==> src/rtl/pbm_pkg.sv <==
package pbm_pkg;
  localparam int unsigned SMP_W_DEF  = 8;
  localparam int unsigned DEPTH_DEF  = 8;
  localparam int unsigned BANDS_DEF  = 8;
  localparam int unsigned BAR_W_DEF  = 8;
endpackage

==> src/rtl/pbm_peak.sv <==
module pbm_peak #(
  parameter int unsigned SMP_W = pbm_pkg::SMP_W_DEF,
  parameter int unsigned BAND_W = 3,
  localparam int unsigned MAG_W = SMP_W - 1
) (
  input  logic              clk_i,
  input  logic              rst_ni,
  input  logic [SMP_W-1:0]  smp_i,
  input  logic              smp_vld_i,
  input  logic              win_i,
  input  logic              end_i,
  input  logic [BAND_W-1:0] band_i,
  output logic              pk_vld_o,
  output logic [MAG_W-1:0]  pk_o,
  output logic [BAND_W-1:0] pk_band_o
);
  localparam logic [SMP_W-1:0] SMP_MIN = {1'b1, {(SMP_W-1){1'b0}}};
  localparam logic [MAG_W-1:0] MAG_MAX = {MAG_W{1'b1}};

  logic [SMP_W-1:0] neg_v;
  logic [MAG_W-1:0] mag, base, peak_nxt, peak_q;
  logic             win_q, start, take;

  always_comb begin
    neg_v = -smp_i;
    if (smp_i == SMP_MIN)        mag = MAG_MAX;
    else if (smp_i[SMP_W-1])     mag = neg_v[MAG_W-1:0];
    else                         mag = smp_i[MAG_W-1:0];
  end

  assign start    = win_i & ~win_q;
  assign base     = start ? '0 : peak_q;
  assign take     = win_i & smp_vld_i & (mag > base);
  assign peak_nxt = take ? mag : base;

  always_ff @(posedge clk_i or negedge rst_ni) begin
    if (!rst_ni) begin
      win_q     <= 1'b0;
      peak_q    <= '0;
      pk_vld_o  <= 1'b0;
      pk_o      <= '0;
      pk_band_o <= '0;
    end else begin
      win_q    <= win_i;
      peak_q   <= peak_nxt;
      pk_vld_o <= end_i;
      if (end_i) begin
        pk_o      <= peak_nxt;
        pk_band_o <= band_i;
      end
    end
  end

  AST_PEAK_COVERS_SAMPLE: assert property (@(posedge clk_i) disable iff (!rst_ni)
    (win_i && smp_vld_i) |=> (peak_q >= $past(mag)));
  AST_MIN_CODE_SAT: assert property (@(posedge clk_i) disable iff (!rst_ni)
    (smp_i == SMP_MIN) |-> (mag == MAG_MAX));
  AST_HOLD_OUTSIDE_WIN: assert property (@(posedge clk_i) disable iff (!rst_ni)
    (!win_i) |=> (peak_q == $past(peak_q)));
  AST_START_CLEARS: assert property (@(posedge clk_i) disable iff (!rst_ni)
    (start && !smp_vld_i) |=> (peak_q == '0));
endmodule

==> src/rtl/pbm_history.sv <==
module pbm_history #(
  parameter int unsigned MAG_W  = 7,
  parameter int unsigned DEPTH  = pbm_pkg::DEPTH_DEF,
  parameter int unsigned BAND_W = 3,
  localparam int unsigned PTR_W = $clog2(DEPTH),
  localparam int unsigned SUM_W = MAG_W + PTR_W
) (
  input  logic              clk_i,
  input  logic              rst_ni,
  input  logic              wr_i,
  input  logic [MAG_W-1:0]  din_i,
  input  logic [BAND_W-1:0] band_i,
  output logic              mean_vld_o,
  output logic [MAG_W-1:0]  mean_o,
  output logic [BAND_W-1:0] band_o
);
  localparam logic [SUM_W-1:0] SUM_MAX = SUM_W'(DEPTH * ((2 ** MAG_W) - 1));

  logic [MAG_W-1:0] hist_q [DEPTH];
  logic [PTR_W-1:0] wp_q;
  logic [SUM_W-1:0] sum_q;

  always_ff @(posedge clk_i or negedge rst_ni) begin
    if (!rst_ni) begin
      for (int i = 0; i < DEPTH; i++) hist_q[i] <= '0;
      wp_q       <= '0;
      sum_q      <= '0;
      mean_vld_o <= 1'b0;
      band_o     <= '0;
    end else begin
      mean_vld_o <= wr_i;
      if (wr_i) begin
        hist_q[wp_q] <= din_i;
        wp_q         <= wp_q + 1'b1;
        sum_q        <= sum_q - {{PTR_W{1'b0}}, hist_q[wp_q]} + {{PTR_W{1'b0}}, din_i};
        band_o       <= band_i;
      end
    end
  end

  assign mean_o = sum_q[SUM_W-1:PTR_W];

  AST_PTR_ADVANCE: assert property (@(posedge clk_i) disable iff (!rst_ni)
    wr_i |=> (wp_q == $past(wp_q) + 1'b1));
  AST_SLOT_LOADED: assert property (@(posedge clk_i) disable iff (!rst_ni)
    wr_i |=> (hist_q[$past(wp_q)] == $past(din_i)));
  AST_SUM_BOUND: assert property (@(posedge clk_i) disable iff (!rst_ni)
    sum_q <= SUM_MAX);
endmodule

==> src/rtl/pbm_bar_enc.sv <==
module pbm_bar_enc #(
  parameter int unsigned MAG_W = 7,
  parameter int unsigned BAR_W = pbm_pkg::BAR_W_DEF,
  localparam int unsigned LVL_W = $clog2(BAR_W)
) (
  input  logic [MAG_W-1:0] mean_i,
  output logic [BAR_W-1:0] pat_o
);
  logic [LVL_W-1:0] lvl;
  assign lvl = mean_i[MAG_W-1 -: LVL_W];

  for (genvar r = 0; r < BAR_W; r++) begin : g_row
    assign pat_o[r] = (lvl >= LVL_W'(r));
  end
endmodule

==> src/rtl/pbm_pattern_store.sv <==
module pbm_pattern_store #(
  parameter int unsigned BANDS = pbm_pkg::BANDS_DEF,
  parameter int unsigned BAR_W = pbm_pkg::BAR_W_DEF,
  localparam int unsigned BAND_W = $clog2(BANDS)
) (
  input  logic              clk_i,
  input  logic              rst_ni,
  input  logic              wr_i,
  input  logic [BAND_W-1:0] wr_band_i,
  input  logic [BAR_W-1:0]  wr_pat_i,
  input  logic [BAND_W-1:0] rd_band_i,
  output logic [BAR_W-1:0]  rd_pat_o
);
  logic [BAR_W-1:0] slot_q [BANDS];

  for (genvar b = 0; b < BANDS; b++) begin : g_slot
    always_ff @(posedge clk_i or negedge rst_ni) begin
      if (!rst_ni)                                    slot_q[b] <= '0;
      else if (wr_i && (wr_band_i == BAND_W'(b)))     slot_q[b] <= wr_pat_i;
    end
  end

  assign rd_pat_o = slot_q[rd_band_i];

  AST_SLOT_WRITTEN: assert property (@(posedge clk_i) disable iff (!rst_ni)
    wr_i |=> (slot_q[$past(wr_band_i)] == $past(wr_pat_i)));
endmodule

==> src/rtl/peak_bar_meter.sv <==
module peak_bar_meter #(
  parameter int unsigned SMP_W = pbm_pkg::SMP_W_DEF,
  parameter int unsigned DEPTH = pbm_pkg::DEPTH_DEF,
  parameter int unsigned BANDS = pbm_pkg::BANDS_DEF,
  parameter int unsigned BAR_W = pbm_pkg::BAR_W_DEF,
  localparam int unsigned MAG_W  = SMP_W - 1,
  localparam int unsigned BAND_W = $clog2(BANDS)
) (
  input  logic              clk_i,
  input  logic              rst_ni,
  input  logic [SMP_W-1:0]  smp_i,
  input  logic              smp_vld_i,
  input  logic              win_i,
  input  logic              end_i,
  input  logic [BAND_W-1:0] band_i,
  input  logic [BAND_W-1:0] rd_band_i,
  output logic [BAR_W-1:0]  rd_pattern_o
);
  logic              pk_vld, mean_vld;
  logic [MAG_W-1:0]  pk, mean;
  logic [BAND_W-1:0] pk_band, mean_band;
  logic [BAR_W-1:0]  pat;

  pbm_peak #(.SMP_W(SMP_W), .BAND_W(BAND_W)) u_peak (
    .clk_i, .rst_ni, .smp_i, .smp_vld_i, .win_i, .end_i, .band_i,
    .pk_vld_o(pk_vld), .pk_o(pk), .pk_band_o(pk_band)
  );

  pbm_history #(.MAG_W(MAG_W), .DEPTH(DEPTH), .BAND_W(BAND_W)) u_hist (
    .clk_i, .rst_ni, .wr_i(pk_vld), .din_i(pk), .band_i(pk_band),
    .mean_vld_o(mean_vld), .mean_o(mean), .band_o(mean_band)
  );

  pbm_bar_enc #(.MAG_W(MAG_W), .BAR_W(BAR_W)) u_enc (
    .mean_i(mean), .pat_o(pat)
  );

  pbm_pattern_store #(.BANDS(BANDS), .BAR_W(BAR_W)) u_store (
    .clk_i, .rst_ni, .wr_i(mean_vld), .wr_band_i(mean_band), .wr_pat_i(pat),
    .rd_band_i, .rd_pat_o(rd_pattern_o)
  );

  AST_PATTERN_THERMO: assert property (@(posedge clk_i) disable iff (!rst_ni)
    ((rd_pattern_o & (rd_pattern_o + 1'b1)) == '0));
  AST_PATTERN_NONZERO: assert property (@(posedge clk_i) disable iff (!rst_ni)
    mean_vld |-> (pat != '0));
  AST_END_PULSE: assert property (@(posedge clk_i) disable iff (!rst_ni)
    end_i |=> !end_i);
endmodule

==> config.mk <==
export PLATFORM = sky130hd
export DESIGN_NAME = peak_bar_meter
export DESIGN_NICKNAME = d
export VERILOG_FILES = /design/src/rtl/pbm_pkg.sv /design/src/rtl/pbm_peak.sv /design/src/rtl/pbm_history.sv /design/src/rtl/pbm_bar_enc.sv /design/src/rtl/pbm_pattern_store.sv /design/src/rtl/peak_bar_meter.sv
export SDC_FILE = /design/constraint.sdc
export NUM_CORES = 1
export LEC_CHECK = 0
export CORE_UTILIZATION = 65
export DETAILED_ROUTE_END_ITERATION = 7
export GPL_ROUTABILITY_DRIVEN = 0
export PLACE_DENSITY = 0.85
export SYNTH_ARGS = -nofsm -noshare
export SYNTH_HDL_FRONTEND = slang
export SYNTH_SLANG_ARGS = --single-unit
==> constraint.sdc <==
create_clock -name clk_i -period 10 [get_ports clk_i]
set_input_delay 1.5 -clock clk_i [delete_from_list [all_inputs] [get_ports clk_i]]
set_output_delay 1.5 -clock clk_i [all_outputs]
set_load 0.01 [all_outputs]
* Word-level counts from Yosys, hierarchy flattened *
Cells that the tools add are included.

storage, ports and cells
  flip-flop bits (word level) = 156
  input bits = 19
  output and inout bits = 8
  logic and storage cells = 78

operators by class
  add/subtract/negate cells = 4
  $lt $le $gt $ge = 12
  equality and inequality tests = 8
  multiplexer cells = 13
  bitwise gates (word level) = 6
  reductions and logical operators = 10

operator list
  cell                                                                          number
  56-bit bitwise mux                                                            1
  7-bit two-way mux                                                             7
  8-bit binary-select mux with 3-bit select                                     1
  7-bit binary-select mux with 3-bit select                                     1
  7-bit demux with 3-bit select                                                 1
  8-bit two-way mux                                                             2
  3-bit == test, second input constant                                          4
  3-bit >= comparator, second input constant                                    4
  10-bit by 7-bit adder with 10-bit output                                      1
  10-bit by 7-bit subtractor with 10-bit output                                 1
  1-bit logical AND                                                             9
  8-bit == test, second input constant                                          1
  4-bit >= comparator, second input constant                                    2
  3-bit NOT with 4-bit output                                                   2
  7-bit greater-than comparator                                                 1
  7-bit negator                                                                 1
  3-bit by 2-bit == test with 1-bit output, second input constant               2
  3-bit by 1-bit >= comparator with 1-bit output, second input constant         2
  3-bit by 2-bit >= comparator with 1-bit output, second input constant         2
  4-bit by 1-bit less-than comparator with 1-bit output, second input constant  1
  3-bit by 1-bit adder with 3-bit output, second input constant                 1
  1-bit bitwise AND                                                             3
  3-bit by 1-bit == test with 1-bit output, second input constant               1
  3-bit logical NOT                                                             1
  1-bit NOT                                                                     1

* Longest topological paths before layout *
Gate-level depths: netlist (run 1).

  depth after elaboration = 6
  gate-level depth with buffers = 14
  depth with buffers taken out = 12

* By module *
Synthesis (run 1) repeated with hierarchy kept, for this count alone.

second synthesis, totals
  cells, all modules = 615
  area total of the unflattened synthesis = 8,015.2 um^2

by module, submodules not included
  module             times used  cells each  area an instance (um^2)  sequential area each (um^2)
  pbm_history        1           318         3,866.2                  1,826.8
  pbm_pattern_store  1           172         2,992.9                  1,601.5
  pbm_peak           1           116         1,097.3                  475.5
  pbm_bar_enc        1           9           58.8                     0.0

* Least setup slack after synthesis (run 1) *
No wires, ideal clock.

  kind = in2out
  start = in rd_band_i[0]
  end = out rd_pattern_o[1]
  data arrival time = 2,835 ps
  data required time = 8,500 ps
  setup slack = 5,665 ps
  stages on the path = 4
  buffers on the path = 2
  path through = buf_2 buf_2 mux4_2 mux2_2

between the ends
  cells in the longest elaborated chain, start to end = 4

ends and longest elaborated chain
  what                                                   line                     RTL
  start, declared                                        peak_bar_meter.sv:16     input logic [BAND_W-1:0] rd_band_i,
  3-bit NOT with 4-bit output (not written as such)      pbm_pattern_store.sv:23  assign rd_pat_o = slot_q[rd_band_i];
  8-bit binary-select mux with 3-bit select              pbm_pattern_store.sv:23
  8-bit two-way mux (not written as such) (2 in series)  pbm_pattern_store.sv:23
  end, declared                                          peak_bar_meter.sv:17     output logic [BAR_W-1:0] rd_pattern_o

Every way passes these cells. The select of a mux whose other input is x is not followed.

* Final worst setup path (run 1) *
  start = in rd_band_i[0]
  end = out rd_pattern_o[6]

The elaborated chain is that of the path after synthesis.

==> impl_metrics.ini, run 1 <==
[status]
outcome = finished clean

[clock_tree]
cts_tree = yes
clk_root_buffer_cell = clkbuf_16
ctsResizeCount = 0
clkLatencyLatePin_ps = 420
htree_levels = 4
cts_buffers = 17
clk_pin_slew_ps = 60
cts_hold_buf = 0
numClockSinks = 156
postCtsSetupBuffers = 0
cts_buffer_depth = 2

[setup_path]
path_cells = clkdlybuf4s50_1 > mux4_2 > mux2_2 > clkdlybuf4s50_1
cp_slowest_cell = clkdlybuf4s50_1
start_kind = primary input
critPathKind = primary input to output port
critPathMostFrequentCell = clkdlybuf4s50_1
max_stage_delay_ps = 1200
cp-end-kind = output port
cp_data_arrival_time_ps = 4110
critPathMaxFanout = 16
crit_required_ps = 8500

[sta]
period_needed_ps = 5610
setup_ws_ps = 4390
setup_viol_count_final = 0
min_period_over_period_pct = 56.1
relSlewSlack_pct = 26.5
clock_skew_ps = 9.71
fmax_mhz = 178
slew_violations = 0
finalSetupTns_ps = 0
hold_viol = 0
rsz0062_at_grt = no
worstMarginPinSlew_ps = 1100

[synthesis]
ys_seq_elements = 156
synth_area_um2 = 7670
synth_cell_types = 56
ys.flop_type = dfrtp_1
synthCells = 643
syn_avg_cell_area_um2 = 11.9
seq_area_frac_synth_pct = 50.9
yosysWarnings = 0
synthArstFlopShare_pct = 100
syn_nets = 694
synth_edf_count = 0

[run]
drv_cap = 0

[pwr]
power_mw = 3.07
peakVddDrop_mv = 0.288
p_leak_nw = 3.90
powerDensity_nw_per_um2 = 354

[route]
vias = 5145
wirelength_um = 16000
vias_per_cell = 6.30
drc = 0
antenna_left = 0
drt_iter0_markers = 374
drt-pass1-iter-count = 4
drt-wirelength-per-cell_um = 19.6

[layout]
fin_util_pct = 75.4
drive_above_1_share_pct = 21.5
num-nets-final = 713
fin_cells = 817
syn_to_final_growth_pct = 12.7
antenna_cells = 0

[floorplan]
die_area_um2 = 12200
io_pins = 27
die_w_um = 111
die-height_um = 111
core_um2 = 11500
num_rows = 39
start_util_pct = 66.9

[grt]
grt_pass1_vias = 5548
grt_max_degree = 84
antenna_found_initial = 0
grt_overflow = 0
grtUsageTotal_pct = 28.6
grt_pass1_wl_um = 27300

[placed_design]
place_ws_ps = 4390
dp_hpwl_um = 10600
io_buffers = 26
dp.cells = 786

[hold_path]
hold_class = flop to flop
[layout by cell type (no fill, tap or decap), types with 3 or more instances in the layout]
| master | Yosys | final |
|---|---|---|
| dfrtp_1 | 156 | 156 |
| nand2_1 | 65 | 65 |
| mux2_2 | 61 | 61 |
| inv_1 | 45 | 45 |
| o21ai_0 | 41 | 41 |
| a21oi_1 | 35 | 35 |
| mux4_2 | 30 | 30 |
| nor2_1 | 29 | 29 |
| ha_1 | 25 | 25 |
| clkdlybuf4s50_1 | 0 | 25 |
| o21ai_1 | 17 | 17 |
| clkbuf_16 | 0 | 17 |
| mux2_1 | 9 | 9 |
| nand2b_1 | 8 | 8 |
| mux2i_1 | 7 | 7 |
| fa_1 | 7 | 7 |
| nand4b_1 | 6 | 6 |
| buf_4 | 0 | 5 |
| nor3_1 | 4 | 4 |
| o21a_1 | 4 | 4 |
| nand3_1 | 4 | 4 |
| nand4_1 | 4 | 4 |
| nor3b_2 | 4 | 4 |
| or2_2 | 4 | 4 |
| bufinv_16 | 0 | 4 |
| a31oi_1 | 3 | 3 |
| o21bai_1 | 3 | 3 |
| a21o_1 | 3 | 3 |
| xor2_1 | 3 | 3 |
| clkinv_2 | 0 | 3 |
| clkinvlp_4 | 0 | 3 |
[per-layer routing]
metal | vias to the layer above | track usage, % | part of all wire (%)
met5 | - | 0 | 0
met4 | 0 | 12.1 | 2.5
met3 | 41 | 6.67 | 3.9
met2 | 153 | 49.3 | 53
met1 | 2632 | 34.6 | 40
li1 | 2319 | - | -
[cell type report]
type	instances	area, um^2
clock buffers	20	457
clock inverters	11	166
fillers	665	2820
inverters	45	169
multi-input cells	411	3470
flip-flops and latches	156	3900
well taps	143	179
repair buffers	31	299
[synth_stat cells (2+ instances only)]
| master | n | area share [%] |
|---|---|---|
| buf_1 | 5 | 0.24 |
| mux2i_1 | 7 | 0.91 |
| nand2_1 | 65 | 3.2 |
| mux2_2 | 61 | 9.0 |
| nor3b_2 | 4 | 0.65 |
| o211ai_1 | 2 | 0.20 |
| dfrtp_1 | 156 | 51 |
| o311ai_1 | 2 | 0.23 |
| o21ai_0 | 41 | 2.7 |
| clkbuf_1 | 17 | 0.83 |
| xor2_1 | 3 | 0.34 |
| inv_1 | 45 | 2.2 |
| a21oi_1 | 35 | 2.3 |
| nand2b_1 | 8 | 0.65 |
| mux2_1 | 9 | 1.3 |
| mux2_4 | 2 | 0.39 |
| fa_1 | 7 | 1.8 |
| o21ai_1 | 17 | 1.1 |
| nor3_2 | 2 | 0.26 |
| ha_1 | 25 | 4.1 |
| nand4b_1 | 6 | 0.68 |
| a21o_1 | 3 | 0.29 |
| or2_2 | 4 | 0.33 |
| o21a_1 | 4 | 0.39 |
| nor2_1 | 29 | 1.4 |
| a211o_1 | 2 | 0.23 |
| o21bai_1 | 3 | 0.29 |
| nor3_1 | 4 | 0.26 |
| xnor2_1 | 2 | 0.23 |
| mux4_2 | 30 | 8.8 |
| nand4_1 | 4 | 0.33 |
| a31oi_1 | 3 | 0.24 |
| buf_2 | 9 | 0.59 |
| nand3_1 | 4 | 0.26 |
| nand3b_1 | 2 | 0.20 |
[cell families (layout without fill, tap and decap cells)]
logic type               count (synthesis)  count (layout)  synth area share, %
multiplexers                           109             109                 20.4
flip-flops                             156             156                 50.9
XOR/XNOR                                 5               5                0.571
buffers and inverters                   76             107                 3.86
AO/OA/AOI/OAI                          125             125                 9.42
adder cells (fa/ha/maj)                 32              32                 5.90
AND/OR/NAND/NOR                        140             140                 9.00
[critical path: cells and delay by family]
kind	cells	cell delay (ps)
multiplexers	2	920
buffers and inverters	2	1680
[sequential cells by signal (all words and copies together) (netlist names)]
signal / cells
u_hist.wp_q: 3
u_peak.pk_band_o: 3
u_hist.sum_q: 10
u_peak.pk_o: 7
u_hist.hist_q: 56
u_peak.win_q: 1
u_hist.mean_vld_o: 1
u_peak.pk_vld_o: 1
u_hist.band_o: 3
u_peak.peak_q: 7
u_store.slot_q: 64
[per-stage QoR]
step,cell area [um^2],hold slack [ps]
2_1_floorplan,7670,349
3_3_place_gp,8030,456
3_5_place_dp,8030,456
4_1_cts,8650,469
5_1_grt,8650,473
6_report,8650,471
[power by group]
group / switching (mW) / internal (mW)
logic: 0.679 / 0.640
clock network: 0.250 / 0.429
registers: 0.185 / 0.883
total: 1.11 / 1.95
[worst paths after layout]
path	start	end	slack, ps	depth (start not counted)
setup / recovery	rd_band_i[0]	rd_pattern_o[6]	4390	4
hold / removal	u_store.slot_q[40]	u_store.slot_q[40]	470	1
setup reg to reg	u_hist.wp_q[2]	u_hist.sum_q[9]	6140	10
hold reg to reg	u_store.slot_q[40]	u_store.slot_q[40]	470	1
max in group asynchronous	rst_ni	u_hist.sum_q[2]	7460	2
min in group asynchronous	rst_ni	u_store.slot_q[32]	1080	1
Power figures use the tool's default switching activity.
==> run 2, diff against run 1 <==
Settings changed: CORE_UTILIZATION 65 to 55, PLACE_DENSITY 0.85 to 0.77.
Clock period 10 ns to 4.8 ns, I/O delays scaled along.
==> run 2 against run 1 <==
Sequential share of layout area is 0.27 points lower. Sequential cell count unchanged. Final cell count increased by 4.4%. Power is 110% higher. Combinational power increased by 100%. Global-route usage shrank 3.9 points. Critical endpoint is now u_hist.sum_q[8]. Largest cell class unchanged.
==> impl_metrics.ini, run 2 (synthesis gave the netlist of run 1 again) <==
[setup_path]
start_kind = flop
r2r_cells = 12
cp_slowest_cell = dfrtp_1
path_cells = mux4_2 > mux2_2 > ha_1 > inv_1 > ha_1 > inv_1 > fa_1 > nor2b_1 > o31a_1 > o2111ai_1 > a211o_1 > o221ai_1
reg2reg_to = u_hist.sum_q[8]
critical_path.top_delay_family = flip-flops
rr_startpoint = u_hist.wp_q[2]
crit_buf_inv = 2
endpoint = u_hist.sum_q[8]
cp-end-kind = flop
max_stage_delay_ps = 900
critPathKind = flop to flop
regToRegSetupSlack_ps = 870
cp.depth = 12
cp_data_arrival_time_ps = 4270
critPathMaxFanout = 19
startpoint = u_hist.wp_q[2]
crit_required_ps = 5140

[layout]
multi_input_area_um2 = 3470
fin_util_pct = 64.9
final_cell_mix = 156 x dfrtp_1, 65 x nand2_1, 61 x mux2_2, 45 x inv_1, 41 x o21ai_0
drive_above_1_share_pct = 21.6
top_register = u_store.slot_q
num-nets-final = 715
largest_reg_flops = 64
syn_to_final_growth_pct = 13.4
antenna_cells = 0
top_regs = u_store.slot_q: 64 flops, u_hist.hist_q: 56 flops, u_hist.sum_q: 10 flops
fillerInstances = 971
seqCellArea_um2 = 3900
layout_commonest_cell = dfrtp_1

[grt]
antenna_found_initial = 0
grt_overflow = 0
grt_max_degree = 67
grt_pass1_wl_um = 27100
grtUsageTotal_pct = 24.7
grt_pass1_vias = 5443

[run]
drv_cap = 0

[clock_tree]
clk_root_buffer_cell = clkbuf_16
htree_levels = 4
ctsResizeCount = 0
postCtsSetupBuffers = 0
cts_hold_buf = 0
clk_pin_slew_ps = 60
cts_tree = yes
clkLatencyLatePin_ps = 430
cts_buffer_depth = 2
cts_buffers = 17
numClockSinks = 156

[sta]
slew_violations = 0
hold_viol = 0
worstMarginPinSlew_ps = 949
clock_skew_ps = 8.21
rsz0062_at_grt = no
finalSetupTns_ps = 0
relSlewSlack_pct = 36.4
fmax_mhz = 255
setup_viol_count_final = 0
period_needed_ps = 3930
min_period_over_period_pct = 81.8

[status]
outcome = finished clean

[route]
drt-wirelength-per-cell_um = 18.5
wirelength_um = 15800
vias = 5027
drt_iter0_markers = 425
antenna_left = 0
vias_per_cell = 5.89
drc = 0
drt-pass1-iter-count = 4

[floorplan]
core_um2 = 13400
die_w_um = 120
die-height_um = 120
io_pins = 27
start_util_pct = 57.3
num_rows = 42
die_area_um2 = 14400

[pwr]
p_switching_mw = 2.26
p_leak_nw = 3.89
p_sw_share_pct = 35.8
pwr-share-clk_pct = 22.2
peakVddDrop_mv = 0.523
intPower_mw = 4.05
power_frac_seq_pct = 35.2
powerDensity_nw_per_um2 = 724
p_comb_share_pct = 42.6

[placed_design]
io_buffers = 26
dp_hpwl_um = 10600

[hold_path]
hold_class = primary input to async pin
==> run 2: cell types whose count changed in the layout (fill, tap and decap cells not counted), sizes merged <==
| cell | change |
|---|---|
| clkinv | -1 |
| clkbuf | +1 |
| inv | -1 |
| buf | +2 |
| clkinvlp | +2 |
==> run 2: layout make-up <==
cell class / count / share of cell area [%]
clock buffer: 21 / 5.18
clock inverter: 11 / 1.93
tap: 176 / 2.53
inverter: 45 / 1.94
timing repair buffer: 33 / 3.61
sequential: 156 / 44.9
multi-input combinational: 411 / 39.9
==> run 2: worst register-to-register path: stages (launching register included) <==
cell       delay, ps
dfrtp_1          900
mux4_2           600
mux2_2           310
ha_1             280
inv_1             60
ha_1             200
inv_1             70
fa_1             410
nor2b_1          220
o31a_1           230
o2111ai_1        160
a211o_1          330
o221ai_1          70
==> run 2: through the flow <==
stage          instances  instance area (um^2)  power, mW  worst slack (ps)  hold slack (ps)
3_3_place_gp         821                  8080       4.69               831              445
2_1_floorplan        643                  7670       4.20              1270              349
5_1_grt              853                  8700       6.76               710              321
4_1_cts              853                  8700       6.33               944              295
6_report             853                  8700       6.30               872              278
3_5_place_dp         821                  8080       4.88               683              448
==> run 2: worst min path at each step <==
stage                                  from                 end  slack [ps]  depth (start not counted)
after floorplan             u_peak.pk_vld_o   u_hist.mean_vld_o         350                          0
after global placement    u_store.slot_q[8]   u_store.slot_q[8]         450                          1
after detailed placement  u_store.slot_q[8]   u_store.slot_q[8]         450                          1
after CTS                            rst_ni    u_hist.band_o[0]         300                          1
after global routing                 rst_ni  u_store.slot_q[16]         320                          1
final                                rst_ni  u_store.slot_q[24]         280                          1
==> run 2: routing by layer <==
layer	global-route usage (%)	part of all wire, %
met2	43.2	52
met5	0	0
met3	4.75	3.9
met4	11.1	2.4
met1	29.5	41
==> run 2: power groups by stage <==
stage	clock (mW)	sequential, mW	combinational [mW]
global route	1.47	2.29	3.00
global placement	0	2.18	2.50
CTS	1.42	2.22	2.69
floorplan	0	2.05	2.16
detailed placement	0	2.23	2.65
finish	1.40	2.22	2.69
==> run 3, diff against run 2 <==
Clock period 4.8 ns to 3.4 ns, I/O delays scaled along.
==> run 3 against run 2 <==
Sequential power increased by 39%. Wire length increased by 4.7%. Clock power increased by 32%. Highest routed layer unchanged.
==> impl_metrics.ini, run 3 (synthesis gave the netlist of run 1 again) <==
[placed_design]
dp_hpwl_um = 10800
place_ws_ps = -161
dp.cells = 843
place_area_um2 = 8270
io_buffers = 26

[layout]
largest_reg_flops = 64
design_area_um2 = 9050
fillerInstances = 964
drive_above_1_share_pct = 26.9
seqCellArea_um2 = 3910
syn_to_final_growth_pct = 17.9
final_cell_mix = 153 x dfrtp_1, 65 x nand2_1, 61 x mux2_2, 45 x inv_1, 41 x o21ai_0
layout_commonest_cell = dfrtp_1
antenna_cells = 0
fin_cells = 886
num-nets-final = 748
fin_util_pct = 67.6
top_register = u_store.slot_q
top_regs = u_store.slot_q: 64 flops, u_hist.hist_q: 56 flops, u_hist.sum_q: 10 flops
multi_input_area_um2 = 3570

[grt]
grt_max_degree = 91
antenna_found_initial = 0
grtUsageTotal_pct = 24.7
grt_pass1_wl_um = 27000
grt_pass1_vias = 5449
grt_overflow = 0

[clock_tree]
clk_pin_slew_ps = 60
cts_hold_buf = 0
cts_buffer_depth = 2
clk_root_buffer_cell = clkbuf_16
clkLatencyLatePin_ps = 430
htree_levels = 4
cts_buffers = 17
cts_tree = yes
numClockSinks = 156

[setup_path]
rr_startpoint = u_hist.wp_q[0]
critPathKind = flop to flop
critPathMaxFanout = 8
r2r_cells = 11
cp-end-kind = flop
reg2reg_to = u_hist.sum_q[8]
cp_data_arrival_time_ps = 3630
regToRegSetupSlack_ps = 60
crit_required_ps = 3690
start_kind = flop

[sta]
setup_viol_count_final = 0
rsz0062_at_grt = yes
fmax_mhz = 299
finalSetupTns_ps = 0
period_needed_ps = 3340
relSlewSlack_pct = 39.8
min_period_over_period_pct = 98.3
slew_violations = 0
clock_skew_ps = 10.5
worstMarginPinSlew_ps = 897
hold_viol = 0
hold_ws_ps = 156
setup_ws_ps = 57.7

[run]
drv_cap = 0

[floorplan]
start_util_pct = 57.3
die_area_um2 = 14400
die_w_um = 120
io_pins = 27
core_um2 = 13400
die-height_um = 120
num_rows = 42

[route]
drc = 0
vias_per_cell = 5.83
antenna_left = 0
drt-pass1-iter-count = 4
vias = 5164
drt-wirelength-per-cell_um = 18.7
wirelength_um = 16600
drt_iter0_markers = 413

[pwr]
power_mw = 9.77
peakVddDrop_mv = 0.804
p_leak_nw = 4.07
powerDensity_nw_per_um2 = 1080

[hold_path]
hold_class = primary input to async pin

[status]
outcome = finished clean
==> run 3: worst max-delay path by stage <==
stage | slack, ps | endpoint | from
2_1_floorplan | 7 | u_hist.sum_q[9] | u_hist.wp_q[0]
3_3_place_gp | -60 | u_peak.pk_o[6] | smp_i[0]
3_5_place_dp | -160 | u_peak.pk_o[2] | smp_i[0]
4_1_cts | 10 | u_hist.sum_q[8] | u_hist.wp_q[0]
5_1_grt | -40 | u_hist.sum_q[6] | u_hist.wp_q[0]
6_report | 60 | u_hist.sum_q[8] | u_hist.wp_q[0]
==> run 3: routing by layer <==
layer / part of all wire [%] / up-vias / GRT usage, %
met4: 1.7 / 0 / 9.77
met1: 43 / 2648 / 30.1
met5: 0 / - / 0
li1: - / 2387 / -
met3: 3.7 / 21 / 5.89
met2: 52 / 108 / 42.2
==> run 3: area by class of cell <==
cell class	instances	share of cell area [%]
clock buffers	25	5.36
repair buffers	66	6.81
clock inverters	7	0.968
inverters	45	1.87
flip-flops and latches	156	43.2
well taps	176	2.43
multi-input cells	411	39.4
==> run 3: report_power, final <==
group,leakage [nW],switching (mW),total (mW),internal (mW)
Sequential,1.90,0.479,3.08,2.60
Clock,0.281,0.718,1.85,1.13
Combinational,1.89,2.30,4.84,2.54
Total,4.07,3.49,9.77,6.28
==> run 3: what timing repair did <==
| action | CTS | global route |
|---|---|---|
| endpoints found under the setup margin | 3 | 4 |
| pin swaps | 0 | 3 |
| buffers inserted | 3 | 7 |
| resized for setup | 3 | 12 |
| endpoints found under the hold margin | 0 | 0 |
| gates cloned | 0 | 1 |
==> run 3: worst max-delay path, stage by stage, from the launching register on <==
cell       delay, ps
dfrtp_2          430
buf_12           160
mux4_2           490
mux2_2           290
fa_1             480
inv_1             70
ha_4             260
nor2b_2          160
o31a_1           330
o2111ai_1        260
a211o_1          170
o221ai_1         100
